$ cat config.mk
export PLATFORM = sky130hd
export DESIGN_NAME = pic_ocw3_ctrl
export DESIGN_NICKNAME = d
export VERILOG_FILES = /design/src/rtl/pic_pkg.sv /design/src/rtl/pic_ocw3_decode.sv /design/src/rtl/pic_prio_resolve.sv /design/src/rtl/pic_irq_regs.sv /design/src/rtl/pic_ocw3_ctrl.sv
export SDC_FILE = /design/constraint.sdc
export NUM_CORES = 1
export LEC_CHECK = 0
export ABC_AREA = 1
export CAP_MARGIN = 20
export CORE_UTILIZATION = 44
export DETAILED_ROUTE_END_ITERATION = 8
export GPL_TIMING_DRIVEN = 0
export PLACE_DENSITY_LB_ADDON = 0.25
export SETUP_SLACK_MARGIN = 0.1
export SYNTH_ARGS = -nofsm -noshare
export SYNTH_HDL_FRONTEND = slang
export SYNTH_SLANG_ARGS = --single-unit
$ cat constraint.sdc
create_clock -name clk -period 3.7 [get_ports clk]
set_clock_uncertainty 0.1 [all_clocks]
set_input_delay 0.37 -clock clk [delete_from_list [all_inputs] [get_ports clk]]
set_output_delay 0.37 -clock clk [all_outputs]
set_load 0.02 [all_outputs]
$ cat src/rtl/pic_pkg.sv
package pic_pkg;
  localparam int unsigned BYTE_W = 8;
  localparam int unsigned NUM_LVL = 8;
  localparam int unsigned LVL_W = $clog2(NUM_LVL);

  typedef enum logic {
    SEL_REQ = 1'b0,
    SEL_SVC = 1'b1
  } rdsel_e;

  typedef struct packed {
    logic       resv;
    logic       smm_val;
    logic       smm_en;
    logic [1:0] kind;
    logic       poll;
    logic       sel_upd;
    logic       sel_svc;
  } cmd3_t;

  localparam logic [1:0] KIND_CMD3 = 2'b01;
endpackage

$ cat src/rtl/pic_ocw3_decode.sv
module pic_ocw3_decode
  import pic_pkg::*;
(
  input  logic              clk,
  input  logic              rst_n,
  input  logic              init_pulse,
  input  logic              cmd_wr,
  input  logic [BYTE_W-1:0] wr_data,
  input  logic              rd_en,
  output rdsel_e            sel,
  output logic              poll_armed,
  output logic              smm
);
  cmd3_t  cmd;
  logic   is_cmd3;
  rdsel_e sel_d;
  logic   poll_d;
  logic   smm_d;

  assign cmd     = cmd3_t'(wr_data);
  assign is_cmd3 = cmd_wr && (cmd.kind == KIND_CMD3) && !cmd.resv;

  always_comb begin
    sel_d  = sel;
    poll_d = poll_armed;
    smm_d  = smm;
    if (rd_en) poll_d = 1'b0;
    if (is_cmd3) begin
      if (cmd.sel_upd) sel_d = cmd.sel_svc ? SEL_SVC : SEL_REQ;
      if (cmd.poll)    poll_d = 1'b1;
      if (cmd.smm_en)  smm_d = cmd.smm_val;
    end
    if (init_pulse) begin
      sel_d  = SEL_REQ;
      poll_d = 1'b0;
      smm_d  = 1'b0;
    end
  end

  always_ff @(posedge clk or negedge rst_n) begin
    if (!rst_n) begin
      sel        <= SEL_REQ;
      poll_armed <= 1'b0;
      smm        <= 1'b0;
    end else begin
      sel        <= sel_d;
      poll_armed <= poll_d;
      smm        <= smm_d;
    end
  end

  // selection moves only on a command with bit 1 set, or on init
  p_sel_sticky_r4: assert property (@(posedge clk) disable iff (!rst_n)
    !(cmd_wr && wr_data[1]) && !init_pulse |=> $stable(sel));

  // mask mode moves only with its enable bit, or on init
  p_smm_hold_r7: assert property (@(posedge clk) disable iff (!rst_n)
    !(cmd_wr && wr_data[5]) && !init_pulse |=> $stable(smm));

  // poll is one-shot
  p_poll_oneshot_r5: assert property (@(posedge clk) disable iff (!rst_n)
    rd_en && poll_armed && !cmd_wr |=> !poll_armed);

  // reserved bit set means no effect
  p_resv_ignored_r2: assert property (@(posedge clk) disable iff (!rst_n)
    cmd_wr && wr_data[7] && !init_pulse && !rd_en |=>
      $stable(sel) && $stable(smm) && $stable(poll_armed));
endmodule

$ cat src/rtl/pic_prio_resolve.sv
module pic_prio_resolve #(
  parameter int unsigned LEVELS = 8,
  localparam int unsigned LW = $clog2(LEVELS)
) (
  input  logic [LEVELS-1:0] irr,
  input  logic [LEVELS-1:0] isr,
  input  logic [LEVELS-1:0] imr,
  input  logic              smm,
  output logic              grant_valid,
  output logic [LW-1:0]     grant_lvl
);
  logic [LEVELS-1:0] cand;
  logic [LEVELS-1:0] blk;
  logic              cand_any;
  logic              blk_any;
  logic [LW-1:0]     cand_lvl;
  logic [LW-1:0]     blk_lvl;

  for (genvar i = 0; i < LEVELS; i++) begin : g_lvl
    assign cand[i] = irr[i] & ~imr[i];
    assign blk[i]  = isr[i] & ~(smm & imr[i]);
  end

  always_comb begin
    cand_any = 1'b0;
    cand_lvl = '0;
    for (int i = LEVELS - 1; i >= 0; i--) begin
      if (cand[i]) begin
        cand_any = 1'b1;
        cand_lvl = LW'(i);
      end
    end
  end

  always_comb begin
    blk_any = 1'b0;
    blk_lvl = '0;
    for (int i = LEVELS - 1; i >= 0; i--) begin
      if (blk[i]) begin
        blk_any = 1'b1;
        blk_lvl = LW'(i);
      end
    end
  end

  assign grant_valid = cand_any && (!blk_any || (cand_lvl < blk_lvl));
  assign grant_lvl   = cand_lvl;

  // a granted level is never masked; R10: grant needs a pending request
  always_comb begin
    p_grant_unmasked_r11: assert (!grant_valid || (irr[grant_lvl] && !imr[grant_lvl]));
  end
endmodule

$ cat src/rtl/pic_irq_regs.sv
module pic_irq_regs #(
  parameter int unsigned LEVELS = 8,
  localparam int unsigned LW = $clog2(LEVELS)
) (
  input  logic              clk,
  input  logic              rst_n,
  input  logic              init_pulse,
  input  logic [LEVELS-1:0] req_in,
  input  logic              imr_wr,
  input  logic [LEVELS-1:0] imr_val,
  input  logic              ack,
  input  logic [LW-1:0]     ack_lvl,
  output logic [LEVELS-1:0] irr,
  output logic [LEVELS-1:0] isr,
  output logic [LEVELS-1:0] imr
);
  logic [LEVELS-1:0] ack_mask;
  logic [LEVELS-1:0] irr_d;
  logic [LEVELS-1:0] isr_d;
  logic [LEVELS-1:0] imr_d;

  assign ack_mask = ack ? (LEVELS'(1) << ack_lvl) : '0;

  always_comb begin
    irr_d = (irr | req_in) & ~ack_mask;
    isr_d = isr | ack_mask;
    imr_d = imr_wr ? imr_val : imr;
    if (init_pulse) begin
      isr_d = '0;
      imr_d = '0;
    end
  end

  always_ff @(posedge clk or negedge rst_n) begin
    if (!rst_n) begin
      irr <= '0;
      isr <= '0;
      imr <= '0;
    end else begin
      irr <= irr_d;
      isr <= isr_d;
      imr <= imr_d;
    end
  end

  // an acknowledged level enters service
  p_ack_sets_isr_r6: assert property (@(posedge clk) disable iff (!rst_n)
    ack && !init_pulse |=> isr[$past(ack_lvl)]);

  // a raised request line lands in the IRR unless acknowledged
  p_req_latch_r12: assert property (@(posedge clk) disable iff (!rst_n)
    !ack |=> ((irr & $past(req_in)) == $past(req_in)));
endmodule

$ cat src/rtl/pic_ocw3_ctrl.sv
module pic_ocw3_ctrl
  import pic_pkg::*;
(
  input  logic              clk,
  input  logic              rst_n,
  input  logic              init_pulse,
  input  logic [NUM_LVL-1:0] req_in,
  input  logic              cmd_wr,
  input  logic              data_wr,
  input  logic [BYTE_W-1:0] wr_data,
  input  logic              rd_en,
  output logic [BYTE_W-1:0] rd_data,
  output logic              int_out
);
  rdsel_e             sel;
  logic               poll_armed;
  logic               smm;
  logic [NUM_LVL-1:0] irr;
  logic [NUM_LVL-1:0] isr;
  logic [NUM_LVL-1:0] imr;
  logic               grant_valid;
  logic [LVL_W-1:0]   grant_lvl;
  logic               poll_rd;
  logic [BYTE_W-1:0]  poll_byte;

  pic_ocw3_decode u_dec (
    .clk        (clk),
    .rst_n      (rst_n),
    .init_pulse (init_pulse),
    .cmd_wr     (cmd_wr),
    .wr_data    (wr_data),
    .rd_en      (rd_en),
    .sel        (sel),
    .poll_armed (poll_armed),
    .smm        (smm)
  );

  assign poll_rd = rd_en && poll_armed;

  pic_irq_regs #(.LEVELS(NUM_LVL)) u_regs (
    .clk        (clk),
    .rst_n      (rst_n),
    .init_pulse (init_pulse),
    .req_in     (req_in),
    .imr_wr     (data_wr),
    .imr_val    (wr_data[NUM_LVL-1:0]),
    .ack        (poll_rd && grant_valid),
    .ack_lvl    (grant_lvl),
    .irr        (irr),
    .isr        (isr),
    .imr        (imr)
  );

  pic_prio_resolve #(.LEVELS(NUM_LVL)) u_res (
    .irr         (irr),
    .isr         (isr),
    .imr         (imr),
    .smm         (smm),
    .grant_valid (grant_valid),
    .grant_lvl   (grant_lvl)
  );

  always_comb begin
    poll_byte = '0;
    if (grant_valid) begin
      poll_byte[BYTE_W-1]  = 1'b1;
      poll_byte[LVL_W-1:0] = grant_lvl;
    end
  end

  always_comb begin
    if (poll_armed)          rd_data = poll_byte;
    else if (sel == SEL_SVC) rd_data = isr;
    else                     rd_data = irr;
  end

  assign int_out = grant_valid;

  // no interrupt without an unmasked pending request
  p_int_needs_req_r10: assert property (@(posedge clk) disable iff (!rst_n)
    int_out |-> ((irr & ~imr) != '0));

  // poll byte carries no bits between the flag and the level
  p_poll_fmt_r5: assert property (@(posedge clk) disable iff (!rst_n)
    poll_armed |-> (rd_data[BYTE_W-2:LVL_W] == '0));
endmodule

==> results of run 1 <==
## cell families (layout without fill, tap and decap cells)
| group | count (synthesis) | count (layout) | share of synthesized area (%) |
|---|---|---|---|
| fa+ha+maj | 1 | 1 | 0.762 |
| buf+inv | 49 | 85 | 11.4 |
| simple gates | 101 | 101 | 28.7 |
| compound gates | 51 | 51 | 17.3 |
| mux | 1 | 1 | 0.686 |
| flops | 27 | 27 | 41.2 |
## worst max-delay path: cells and delay by family, from the launching register on
kind,cells,cell delay (ps)
buffers and inverters,4,840
and+or+nand+nor,7,640
DFF,1,430
AOI/OAI and AO/OA,4,410
adders and majority gates,1,300
## power by group through the flow
stage	registers (mW)	clock network [mW]	logic, mW
2_1_floorplan	0.311	0	0.0362
3_3_place_gp	0.312	0	0.0771
3_5_place_dp	0.313	0	0.0822
4_1_cts	0.307	0.167	0.0825
5_1_grt	0.308	0.183	0.0923
6_report	0.307	0.163	0.0814
## metal layers
metal / up-vias / wire length, um
met5: - / 0
met4: 0 / 65
met3: 6 / 187
met2: 47 / 1820
met1: 676 / 1730
li1: 810 / -
## timing repair
item	in CTS	in global routing
gates resized for setup	0	3
setup endpoints to repair	0	4
setup buffers	0	2
hold buffers	0	0
## cells in the final DEF, fill, tap and decap left out, types with 5 or more instances in the layout
cell type	count
sky130_fd_sc_hd__a21oi_1	13
sky130_fd_sc_hd__clkbuf_1	5
sky130_fd_sc_hd__clkdlybuf4s50_1	27
sky130_fd_sc_hd__dfrtp_1	26
sky130_fd_sc_hd__inv_1	37
sky130_fd_sc_hd__nand2_1	57
sky130_fd_sc_hd__nand2_2	5
sky130_fd_sc_hd__nand3_1	8
sky130_fd_sc_hd__nand4_1	10
sky130_fd_sc_hd__nor2_1	16
sky130_fd_sc_hd__o21ai_0	16
sky130_fd_sc_hd__o21ai_1	15
## area by class of cell
cell class                 count  area, um^2  area share (%)
inverter                      44         165            7.93
buffer                         5        22.5            1.08
sequential                    27         677            32.5
multi-input combinational    154         778            37.4
timing repair buffer          32         338            16.2
tap                           46        57.6            2.76
clock buffer                   4        45.0            2.16
## registers in the layout, summed over array words and instances, names as in the netlist
name              flops
u_dec.sel             1
u_regs.imr            8
u_dec.poll_armed      1
u_regs.isr            8
u_regs.irr            8
u_dec.smm             1
## path summary, 6_finish.rpt
| check | start | depth (start not counted) | endpoint | slack [ps] |
|---|---|---|---|---|
| setup / recovery | u_dec.smm | 16 | rd_data[2] | 330 |
| hold reg to reg | u_regs.imr[0] | 2 | u_regs.imr[0] | 400 |
| setup reg to reg | u_dec.smm | 14 | u_regs.irr[4] | 1450 |
| hold / removal | rst_n | 1 | u_regs.imr[4] | 350 |
| max in group asynchronous | rst_n | 2 | u_dec.smm | 2670 |
| min in group clk | data_wr | 3 | u_regs.imr[7] | 370 |
## stage by stage
| stage | hold slack (ps) | power [mW] | instances | worst slack, ps | area, um^2 |
|---|---|---|---|---|---|
| finish | 346 | 0.552 | 312 | 330 | 2080 |
| global route | 387 | 0.583 | 312 | 26.8 | 2080 |
| CTS | 361 | 0.556 | 310 | 228 | 2060 |
| global placement | 379 | 0.389 | 305 | 564 | 1990 |
| detailed placement | 385 | 0.395 | 306 | 538 | 2020 |
| floorplan | -25.6 | 0.347 | 230 | 1290 | 1640 |
==> run summary, run 1 <==
The run finished with clean final reports. Along the worst path, the maximum fanout reaches 9. The worst-case vdd ir drop came out at 0.000164 V. The share of synthesized area occupied by flip-flops and latches came out at 41.2%. At the end of the flow the core is filled with cells to 60.5%.

The transition time at the pin with the least slew margin is 537 ps. The insertion delay to the later sink of the worst-skew pair came out at roughly 270 ps. The TritonCTS sink count came out at 27. The number of cells produced by synthesis came out at 230. The placeable core area came out at 3440 um^2. The worst setup path category is reg -> out.

The number of max-slew violations in the final report is 0. The relative max-transition margin is roughly 64%. The number of buffers on the longest clock path is 2.

After the first detailed-routing iteration, the DRC count stood at 73. The overall die height came out at 63.1 um. In the synthesized netlist the async set-or-reset flop fraction comes to 100%. In the post-synthesis netlist, the biggest area contributors are sky130_fd_sc_hd__dfrtp_1 (41%), sky130_fd_sc_hd__nand2_1 (13%), sky130_fd_sc_hd__inv_1 (8.5%), sky130_fd_sc_hd__o21ai_0 (4.9%), sky130_fd_sc_hd__o21ai_1 (4.6%). The reported leakage power came out at 0.940 nW. The via count of the first global-routing pass came out at 1573. For the worst setup path, the data arrival time is roughly 2900 ps. The busiest layer in global routing is met2. At the worst endpoint, the required time is 3230 ps. The count of fill cells added during filler insertion is approximately 330. Clock tree synthesis selected as its root buffer the cell sky130_fd_sc_hd__clkbuf_8. The final antenna-violating net count is 0. The max-cap check violation count came out at 0. The synthesized design spends more area on one cell type than any other, namely sky130_fd_sc_hd__dfrtp_1. The TritonCTS clock tree is built. Global routing consumed, on the met2 layer, a little over a third of the routing resources. After synthesis, the most frequently instantiated cells are sky130_fd_sc_hd__nand2_1 (57), sky130_fd_sc_hd__inv_1 (37), sky130_fd_sc_hd__dfrtp_1 (27). In the finished design, the share of the clock period the worst path needs comes to 91.1%. The signal on the critical path passes through inv_2 -> o21ai_1 -> nand2_1 -> nor2_1 -> o21ai_0 -> ha_1 -> inv_1 -> o21bai_1 -> inv_1 -> nand2_2 -> nand2_4 -> nand2_4 -> nor2_4 -> nand2_1 -> o21ai_1 -> clkdlybuf4s50_1.

The number of vias in the routed layout came out at about 1500. The sequential share of power came out at 55.6%. The met3 usage is 3.44%.

The initial antenna violation count is 0. The min-delay analysis places its worst path in the category in -> async. The area added between synthesis and finish came out at 26.9%. The floorplan has 21 rows. For this design the ratio of total power to cell area is 265 nW/um^2. Setup repair after global routing could not meet its margin everywhere. The die area is approximately 4000 um^2. The final hold violation count came to 0. The ratio of routed vias to standard cells came out at slightly below 5. The final estimated routing congestion in global placement came out at 0.863.

Counting every net in the synthesized netlist gives 253. The initial utilization of the core area, before any placement, comes to 47.7%. The reported net switching power is 0.136 mW.

The overall routing resource usage is 22.4%. The largest stage delay on the critical path is 610 ps. The global-route met1 utilization is 30.2%.

For the finished layout, the period the worst path requires is 3370 ps. The startpoint type of the worst setup path is a register. The wire length of the first global-routing pass came out at around 7000 um.

The number of storage elements in the synthesis netlist came out at 27. Counting distinct cell types in the post-synthesis netlist gives 26. The total internal power came out at 0.416 mW. The setup TNS after final layout came out at 0 ps. The number of antenna diodes is 0. The most frequent cell after synthesis is sky130_fd_sc_hd__nand2_1. Clock tree synthesis inserted a total of 3 buffers. After synthesis the cells add up to approximately 1600 um^2. The maximum frequency from static timing analysis came out at approximately 300 MHz. The largest net degree at the start of global routing came out at 19. The endpoint kind of the worst setup timing path is an output port. The boundary pin count came out at 31. The cell type of the slowest stage on the worst timing path is sky130_fd_sc_hd__clkdlybuf4s50_1.

The synthesized design contains 0 enable-type register cells. The count of synthesis-stage warnings from yosys came out at 0. After the last flow step, the layout net total stands at 290. The depth of the CTS H-tree is 1. The post-CTS clock slew at the launch and capture registers of the worst setup and hold paths is 90 ps. The average wire per cell in the routed design is 12.2 um. The iteration count of the initial detailed-routing pass is 4.

The most common flop cell mapped by yosys is sky130_fd_sc_hd__dfrtp_1. The wire length after detailed routing came out at 3800 um. The share of the synthesized area in the top cell type came out at 41.2%. The DRC violation count after routing came out at 0. Combinational logic burns between 10 and 15% of the power. The overflow left after global routing is 0. The setup violation total in the final timing report is 0. The chip width is around 63 um. Input and output buffers added on the ports amount to 29. The average instance area after synthesis is 7.14 um^2. The share of post-route cells with drive strength above 1 is under 10%. The detailed-placement wirelength estimate is 3110 um. The fraction of power consumed by the clock network is 29.6%. Net switching is 24.6% of the power.
Power figures use the tool's default switching activity.
==> inputs of run 2 (changes only) <==
Settings changed: CAP_MARGIN 20 to 0, PLACE_DENSITY set to 0.75, PLACE_DENSITY_LB_ADDON 0.25 to not set.
==> run 2 against run 1 <==
The run now ends with hold timing left; count of clock-buffer cells in the layout unchanged; design area down 2.2%; setup slack better by 87 ps; fmax up 2.6%; register-to-register slack worse by 30 ps; sequential power about the same; critical path depth down 2; flip-flop and latch count unchanged; combinational power down 5.4%; die area unchanged; total power down 0.48%; largest cell class unchanged; largest power group unchanged; highest routed layer unchanged.
==> run summary, run 2 (synthesis gave the netlist of run 1 again) <==
The number of vias in the routed layout came out at 1579 (was 1539). The initial DRC count is 60 (was 73). The via count of the first global-routing pass came out at 1428 (was 1573). The transition time at the pin with the least slew margin came out at 599 ps (was 537 ps). The global-route met1 utilization is 27.9% (was 30.2%). The ratio of routed vias to standard cells is 5.11 (was 4.93). The count of standard-cell rows is 21 (unchanged). The largest net degree at the start of global routing came out at 28 (was 19). Run status: finished, violations left (was complete, no violations). The reported leakage power is 0.921 nW (was 0.940 nW).

The endpoint kind of the worst setup timing path is an output port (unchanged). The busiest layer in global routing was met2 (unchanged). The placeable core area is 3440 um^2 (unchanged). The wire length of the first global-routing pass is 6330 um (was 7020 um). The worst setup path category is reg -> out (unchanged). The number of buffers added for setup after CTS is 0 (unchanged).

The post-route clock period utilization came out at 88.7% (was 91.1%). The type of the tightest min-delay check was in -> async (unchanged). The final estimated routing congestion in global placement came out at 0.838 (was 0.863). The number of antenna diodes is 0 (unchanged). The largest fanout on the critical path came out at 9 (unchanged). The minimum setup slack after placement is 553 ps (was 538 ps). The overall die height is 63.1 um (unchanged). The initial standard-cell utilization of the core is 47.7% (unchanged). The time the worst path needs with I/O delays and setup came out at 3280 ps (was 3370 ps). The final antenna-violating net count came to 0 (unchanged). The worst-case setup margin in the final layout came to 417 ps (was 330 ps).

The number of buffers on the longest clock path is 2 (unchanged). The total power per unit cell area came out at 269 nW/um^2 (was 265 nW/um^2). The worst-case hold slack came to -6.03 ps (was 346 ps). The startpoint type of the worst setup path was a register (unchanged). The setup TNS after final layout came out at 0 ps (unchanged). The area added between synthesis and finish is 24.2% (was 26.9%).

The routing usage on met2 came out at 33.9% (was 36.0%). The average wire per cell in the routed design was 12.1 um (was 12.2 um). The detailed-placement wirelength estimate came out at 2970 um (was 3110 um). The endpoint required time on the critical path came out at 3230 ps (about the same). The max-cap check violation count came out at 0 (unchanged). The share of post-route cells with drive strength above 1 is 9.13% (was 9.77%).

The iteration count of the initial detailed-routing pass came to 4 (unchanged). The worst path arrival time is 2810 ps (was 2900 ps). The insertion delay to the later sink of the worst-skew pair came out at 270 ps (about the same). The final hold violation count is 11 (was 0).

The number of max-slew violations in the final report is 0 (unchanged). The met3 usage came out at 2.72% (was 3.44%). The relative max-transition margin came out at 60.1% (was 64.1%). The power after layout came to 0.549 mW (was 0.552 mW). The DRC violation count after routing came out at 0 (unchanged).

The number of CTS-inserted buffers is 3 (unchanged). Setup repair after global routing missed its margin: false (was true). The overall routing resource usage is 20.4% (was 22.4%).

The maximum frequency from static timing analysis was 305 MHz (was 297 MHz). The depth of the CTS H-tree is 1 (unchanged). The CTS root buffer was sky130_fd_sc_hd__clkbuf_8 (unchanged). The chip width is 63.1 um (unchanged).

Top library cells by usage in the layout, fill and taps aside: sky130_fd_sc_hd__nand2_1 (57), sky130_fd_sc_hd__inv_1 (37), sky130_fd_sc_hd__dfrtp_1 (26), sky130_fd_sc_hd__clkdlybuf4s50_1 (25) (was sky130_fd_sc_hd__nand2_1 (57), sky130_fd_sc_hd__inv_1 (37), sky130_fd_sc_hd__clkdlybuf4s50_1 (27), sky130_fd_sc_hd__dfrtp_1 (26)). The die area is 3980 um^2 (unchanged). The post-CTS clock slew at the launch and capture registers of the worst setup and hold paths is 90 ps (about the same). The checks that failed: hold timing.

The overflow left after global routing came out at 0 (unchanged). The most frequent standard cell in the layout excluding fill and tap cells is sky130_fd_sc_hd__nand2_1 (unchanged). The TritonCTS clock tree is built (unchanged). The net count of the finished layout is 287 (was 290).

The wire length after detailed routing was 3740 um (was 3800 um). The number of buffer cells added on primary ports is 29 (unchanged). Registers with the highest flip-flop counts: u_regs.imr (8), u_regs.irr (8), u_regs.isr (8) (unchanged). The setup violation total in the final timing report came out at 0 (unchanged).

The boundary pin count is 31 (unchanged). The initial antenna violation count is 0 (unchanged). The TritonCTS sink count was 27 (unchanged). The worst-case vdd ir drop came out at 0.000245 V (was 0.000164 V).
[run 2: worst paths after layout]
path / from / endpoint / slack (ps) / cells past startpoint
min: rst_n / u_dec.sel / -6 / 1
min in group clk: data_wr / u_regs.imr[7] / 370 / 3
max: u_dec.smm / rd_data[7] / 420 / 14
min reg2reg: u_regs.imr[0] / u_regs.imr[0] / 390 / 2
max in group asynchronous: rst_n / u_dec.smm / 3080 / 1
max reg2reg: u_dec.smm / u_regs.irr[4] / 1420 / 14
[run 2: per-layer routing]
layer / vias to the layer above / routed length [um]
met5: - / 0
met4: 0 / 38
met3: 5 / 208
met2: 60 / 1770
met1: 711 / 1720
li1: 803 / -
[run 2: what timing repair did]
| action | CTS | global route |
|---|---|---|
| gates resized for setup | 0 | 4 |
| hold buffers | 0 | 0 |
| setup endpoints to repair | 0 | 4 |
[run 2: critical path, cell delays in order (launching register included)]
cell,delay (ps)
sky130_fd_sc_hd__dfrtp_2,430
sky130_fd_sc_hd__inv_2,90
sky130_fd_sc_hd__o21ai_2,170
sky130_fd_sc_hd__nand2_1,110
sky130_fd_sc_hd__nor2_1,130
sky130_fd_sc_hd__o21ai_0,120
sky130_fd_sc_hd__ha_1,300
sky130_fd_sc_hd__inv_1,60
sky130_fd_sc_hd__o21bai_1,70
sky130_fd_sc_hd__inv_1,60
sky130_fd_sc_hd__nand2_2,60
sky130_fd_sc_hd__nand2_4,110
sky130_fd_sc_hd__nand2_4,80
sky130_fd_sc_hd__o21ai_1,130
sky130_fd_sc_hd__clkdlybuf4s50_1,610
[run 2: area by class of cell]
| type | instances | area, um^2 |
|---|---|---|
| timing repair buffer | 29 | 293 |
| buffer | 5 | 22.5 |
| multi-input combinational | 154 | 778 |
| sequential | 27 | 677 |
| clock buffer | 4 | 45.0 |
| inverter | 44 | 165 |
| fill | 326 | 1400 |
| tap | 46 | 57.6 |
[run 2: where the power goes]
| group | switching, mW | leakage (nW) | internal [mW] |
|---|---|---|---|
| registers | 0.00528 | 0.328 | 0.301 |
| logic | 0.0430 | 0.570 | 0.0339 |
| clock network | 0.0882 | 0.0228 | 0.0772 |
[run 2: through the flow]
step                utilization, %  std cells  hold WS [ps]  area [um^2]
finish                        59.2        309         -6.03         2040
detailed placement            57.8        305           375         1990
global route                  59.2        309          45.2         2040
global placement              57.8        305           376         1990
floorplan                        -        230         -25.6         1640
CTS                           59.1        309           377         2030
==> inputs of run 3 (changes only) <==
Settings changed: HOLD_SLACK_MARGIN set to 0.06.
==> run 3 against run 2 <==
The run now ends clean; critical path depth unchanged; fmax about the same; register-to-register slack about the same.
==> run summary, run 3 (synthesis gave the netlist of run 1 again) <==
The average wire per cell in the routed design is 12.0 um (was 12.1 um). The initial standard-cell utilization of the core is 47.7% (unchanged). The detailed-placement wirelength estimate came out at 2970 um (unchanged). The number of CTS-inserted buffers came out at 3 (unchanged). Setup repair after global routing missed its margin: false (unchanged).

The number of placed cells counting well taps came out at 305 (unchanged). Top library cells by usage in the layout, fill and taps aside: sky130_fd_sc_hd__nand2_1 (57), sky130_fd_sc_hd__inv_1 (37), sky130_fd_sc_hd__dfrtp_1 (26), sky130_fd_sc_hd__clkdlybuf4s50_1 (25) (unchanged). The source of the worst register-to-register timing path is u_dec.smm (unchanged).

The number of buffers added for setup after CTS is 0 (unchanged). The via count of the first global-routing pass came out at 1428 (unchanged). The count of standard-cell rows came out at 21 (unchanged). The sequential share of power is 55.8% (was 55.9%). The total internal power is 0.413 mW (about the same). The endpoint kind of the worst setup timing path is an output port (unchanged).

The final instance area is 2050 um^2 (was 2040 um^2). The final hold violation count is 0 (was 11). The wire length after detailed routing is 3720 um (was 3740 um). The overflow left after global routing is 0 (unchanged). The switching part of the total power is 24.9% (about the same). The iteration count of the initial detailed-routing pass is 4 (unchanged). The placeable core area is 3440 um^2 (unchanged). The post-CTS clock slew at the launch and capture registers of the worst setup and hold paths came out at 90 ps (about the same). The post-placement cell area is 1990 um^2 (unchanged). The depth of the CTS H-tree is 1 (unchanged). The overall die height is 63.1 um (unchanged). The number of max-slew violations in the final report was 0 (unchanged). The final estimated routing congestion in global placement is 0.838 (unchanged). The slack of the worst reg-to-reg path came out at 1420 ps (about the same). The time the worst path needs with I/O delays and setup came to 3280 ps (about the same). The setup violation total in the final timing report came out at 0 (unchanged). The transition time at the pin with the least slew margin is 602 ps (was 599 ps).

The relative max-transition margin came to 59.9% (was 60.1%). The cell depth of the worst flop-to-flop path came out at 14 (unchanged). The die area is 3980 um^2 (unchanged). The number of buffer cells added on primary ports is 29 (unchanged). The TritonCTS clock tree is built (unchanged). The fraction of power consumed by the clock network is 30.1% (about the same). The net count of the finished layout came out at 288 (was 287).

The overall routing resource usage came to 20.4% (unchanged). The number of vias in the routed layout came out at 1578 (was 1579). The final antenna-violating net count is 0 (unchanged). The path with the worst hold slack has its endpoint at u_regs.imr[7]. The chip width is 63.1 um (unchanged). The largest fanout on the critical path is 9 (unchanged). The type of the tightest min-delay check was in -> reg (was in -> async). The initial DRC count came out at 81 (was 60). The largest net degree at the start of global routing came to 28 (unchanged). The startpoint type of the worst setup path is a register (unchanged). The TritonCTS sink count came out at 27 (unchanged). The end-of-flow core utilization came to 59.5% (was 59.2%). The number of antenna diodes is 0 (unchanged). Registers with the highest flip-flop counts: u_regs.imr (8), u_regs.irr (8), u_regs.isr (8) (unchanged). The maximum frequency from static timing analysis came out at 305 MHz (about the same). The max-cap check violation count came out at 0 (unchanged).

The power after layout is 0.550 mW (was 0.549 mW). Run status: complete, no violations (was finished, violations left). The worst hold path begins at data_wr. The boundary pin count is 31 (unchanged). The area added between synthesis and finish is 24.8% (was 24.2%). The number of buffers on the longest clock path came out at 2 (unchanged). The worst path arrival time is 2810 ps (about the same). The reported leakage power is 0.925 nW (was 0.921 nW). The endpoint required time on the critical path is 3230 ps (about the same). The CTS root buffer was sky130_fd_sc_hd__clkbuf_8 (unchanged). The reported net switching power is 0.137 mW (about the same). The power share of the combinational group came out at 14.1% (was 14.0%). The initial antenna violation count was 0 (unchanged).

The DRC violation count after routing is 0 (unchanged). The total power per unit cell area is 269 nW/um^2 (about the same). The most frequent standard cell in the layout excluding fill and tap cells is sky130_fd_sc_hd__nand2_1 (unchanged).

The worst setup path category is reg -> out (unchanged). The number of cells in the finished layout apart from fillers came to 310 (was 309). The cell depth of the worst hold path is 3. The share of post-route cells with drive strength above 1 came to 9.09% (was 9.13%). The post-route clock period utilization was 88.7% (about the same).

The worst-case vdd ir drop came out at 0.000245 V (about the same). The endpoint of the worst register-to-register path is u_regs.irr[4] (unchanged). The setup TNS after final layout is 0 ps (unchanged).

The insertion delay to the later sink of the worst-skew pair came out at 270 ps (about the same). The wire length of the first global-routing pass came to 6330 um (unchanged). The ratio of routed vias to standard cells is 5.09 (was 5.11).
[run 3: changes by cell type in the layout (fill, tap and decap cells not counted), sizes merged]
cell / delta
dlygate4sd3: +1
[run 3: repair_timing]
action,4_1_cts,5_1_grt
hold buffers,0,1
gates resized for setup,0,4
endpoints found under the hold margin,0,27
setup endpoints to repair,0,4
[run 3: worst max path at each step]
stage,cells past startpoint,from,end,slack (ps)
after floorplan,15,u_dec.smm,rd_data[2],1290
after global placement,16,u_dec.smm,rd_data[2],560
after detailed placement,16,u_dec.smm,rd_data[2],550
after CTS,16,u_dec.smm,rd_data[2],240
after global routing,14,u_dec.smm,rd_data[7],160
final,14,u_dec.smm,rd_data[7],420
[run 3: power groups by stage]
| stage | Combinational (mW) | Clock (mW) | Sequential [mW] |
|---|---|---|---|
| after global placement | 0.0772 | 0 | 0.312 |
| after CTS | 0.0784 | 0.169 | 0.307 |
| after floorplan | 0.0362 | 0 | 0.311 |
| after detailed placement | 0.0781 | 0 | 0.312 |
| after global routing | 0.0875 | 0.183 | 0.308 |
| final | 0.0777 | 0.166 | 0.307 |
[run 3: critical path, cell delays in order (launching register included)]
cell and delay, ps:
sky130_fd_sc_hd__dfrtp_2 430, sky130_fd_sc_hd__inv_2 90, sky130_fd_sc_hd__o21ai_2 170, sky130_fd_sc_hd__nand2_1 110, sky130_fd_sc_hd__nor2_1 130, sky130_fd_sc_hd__o21ai_0 120
sky130_fd_sc_hd__ha_1 300, sky130_fd_sc_hd__inv_1 60, sky130_fd_sc_hd__o21bai_1 70, sky130_fd_sc_hd__inv_1 60, sky130_fd_sc_hd__nand2_2 60, sky130_fd_sc_hd__nand2_4 110
sky130_fd_sc_hd__nand2_4 80, sky130_fd_sc_hd__o21ai_1 130, sky130_fd_sc_hd__clkdlybuf4s50_1 610
[run 3: area by class of cell]
cell class                      instances  area, um^2
Tap cell                               46        57.6
Clock buffer                            4        45.0
Buffer                                  5        22.5
Fill cell                             325        1390
Multi-Input combinational cell        154         778
Timing Repair Buffer                   30         303
Sequential cell                        27         677
Inverter                               44         165
[run 3: stage by stage]
stage                     setup slack [ps]  hold slack (ps)
final                                  418              367
after global routing                   156              386
after CTS                              235              377
after detailed placement               553              375
after global placement                 562              376
after floorplan                       1290            -25.6
[run 3: metal layers]
| metal | track usage [%] | part of all wire [%] | vias up |
|---|---|---|---|
| met4 | 5.23 | 1.0 | 0 |
| met2 | 33.9 | 47 | 60 |
| li1 | - | - | 805 |
| met1 | 27.9 | 46 | 708 |
| met3 | 2.72 | 5.3 | 5 |
| met5 | 0 | 0 | - |
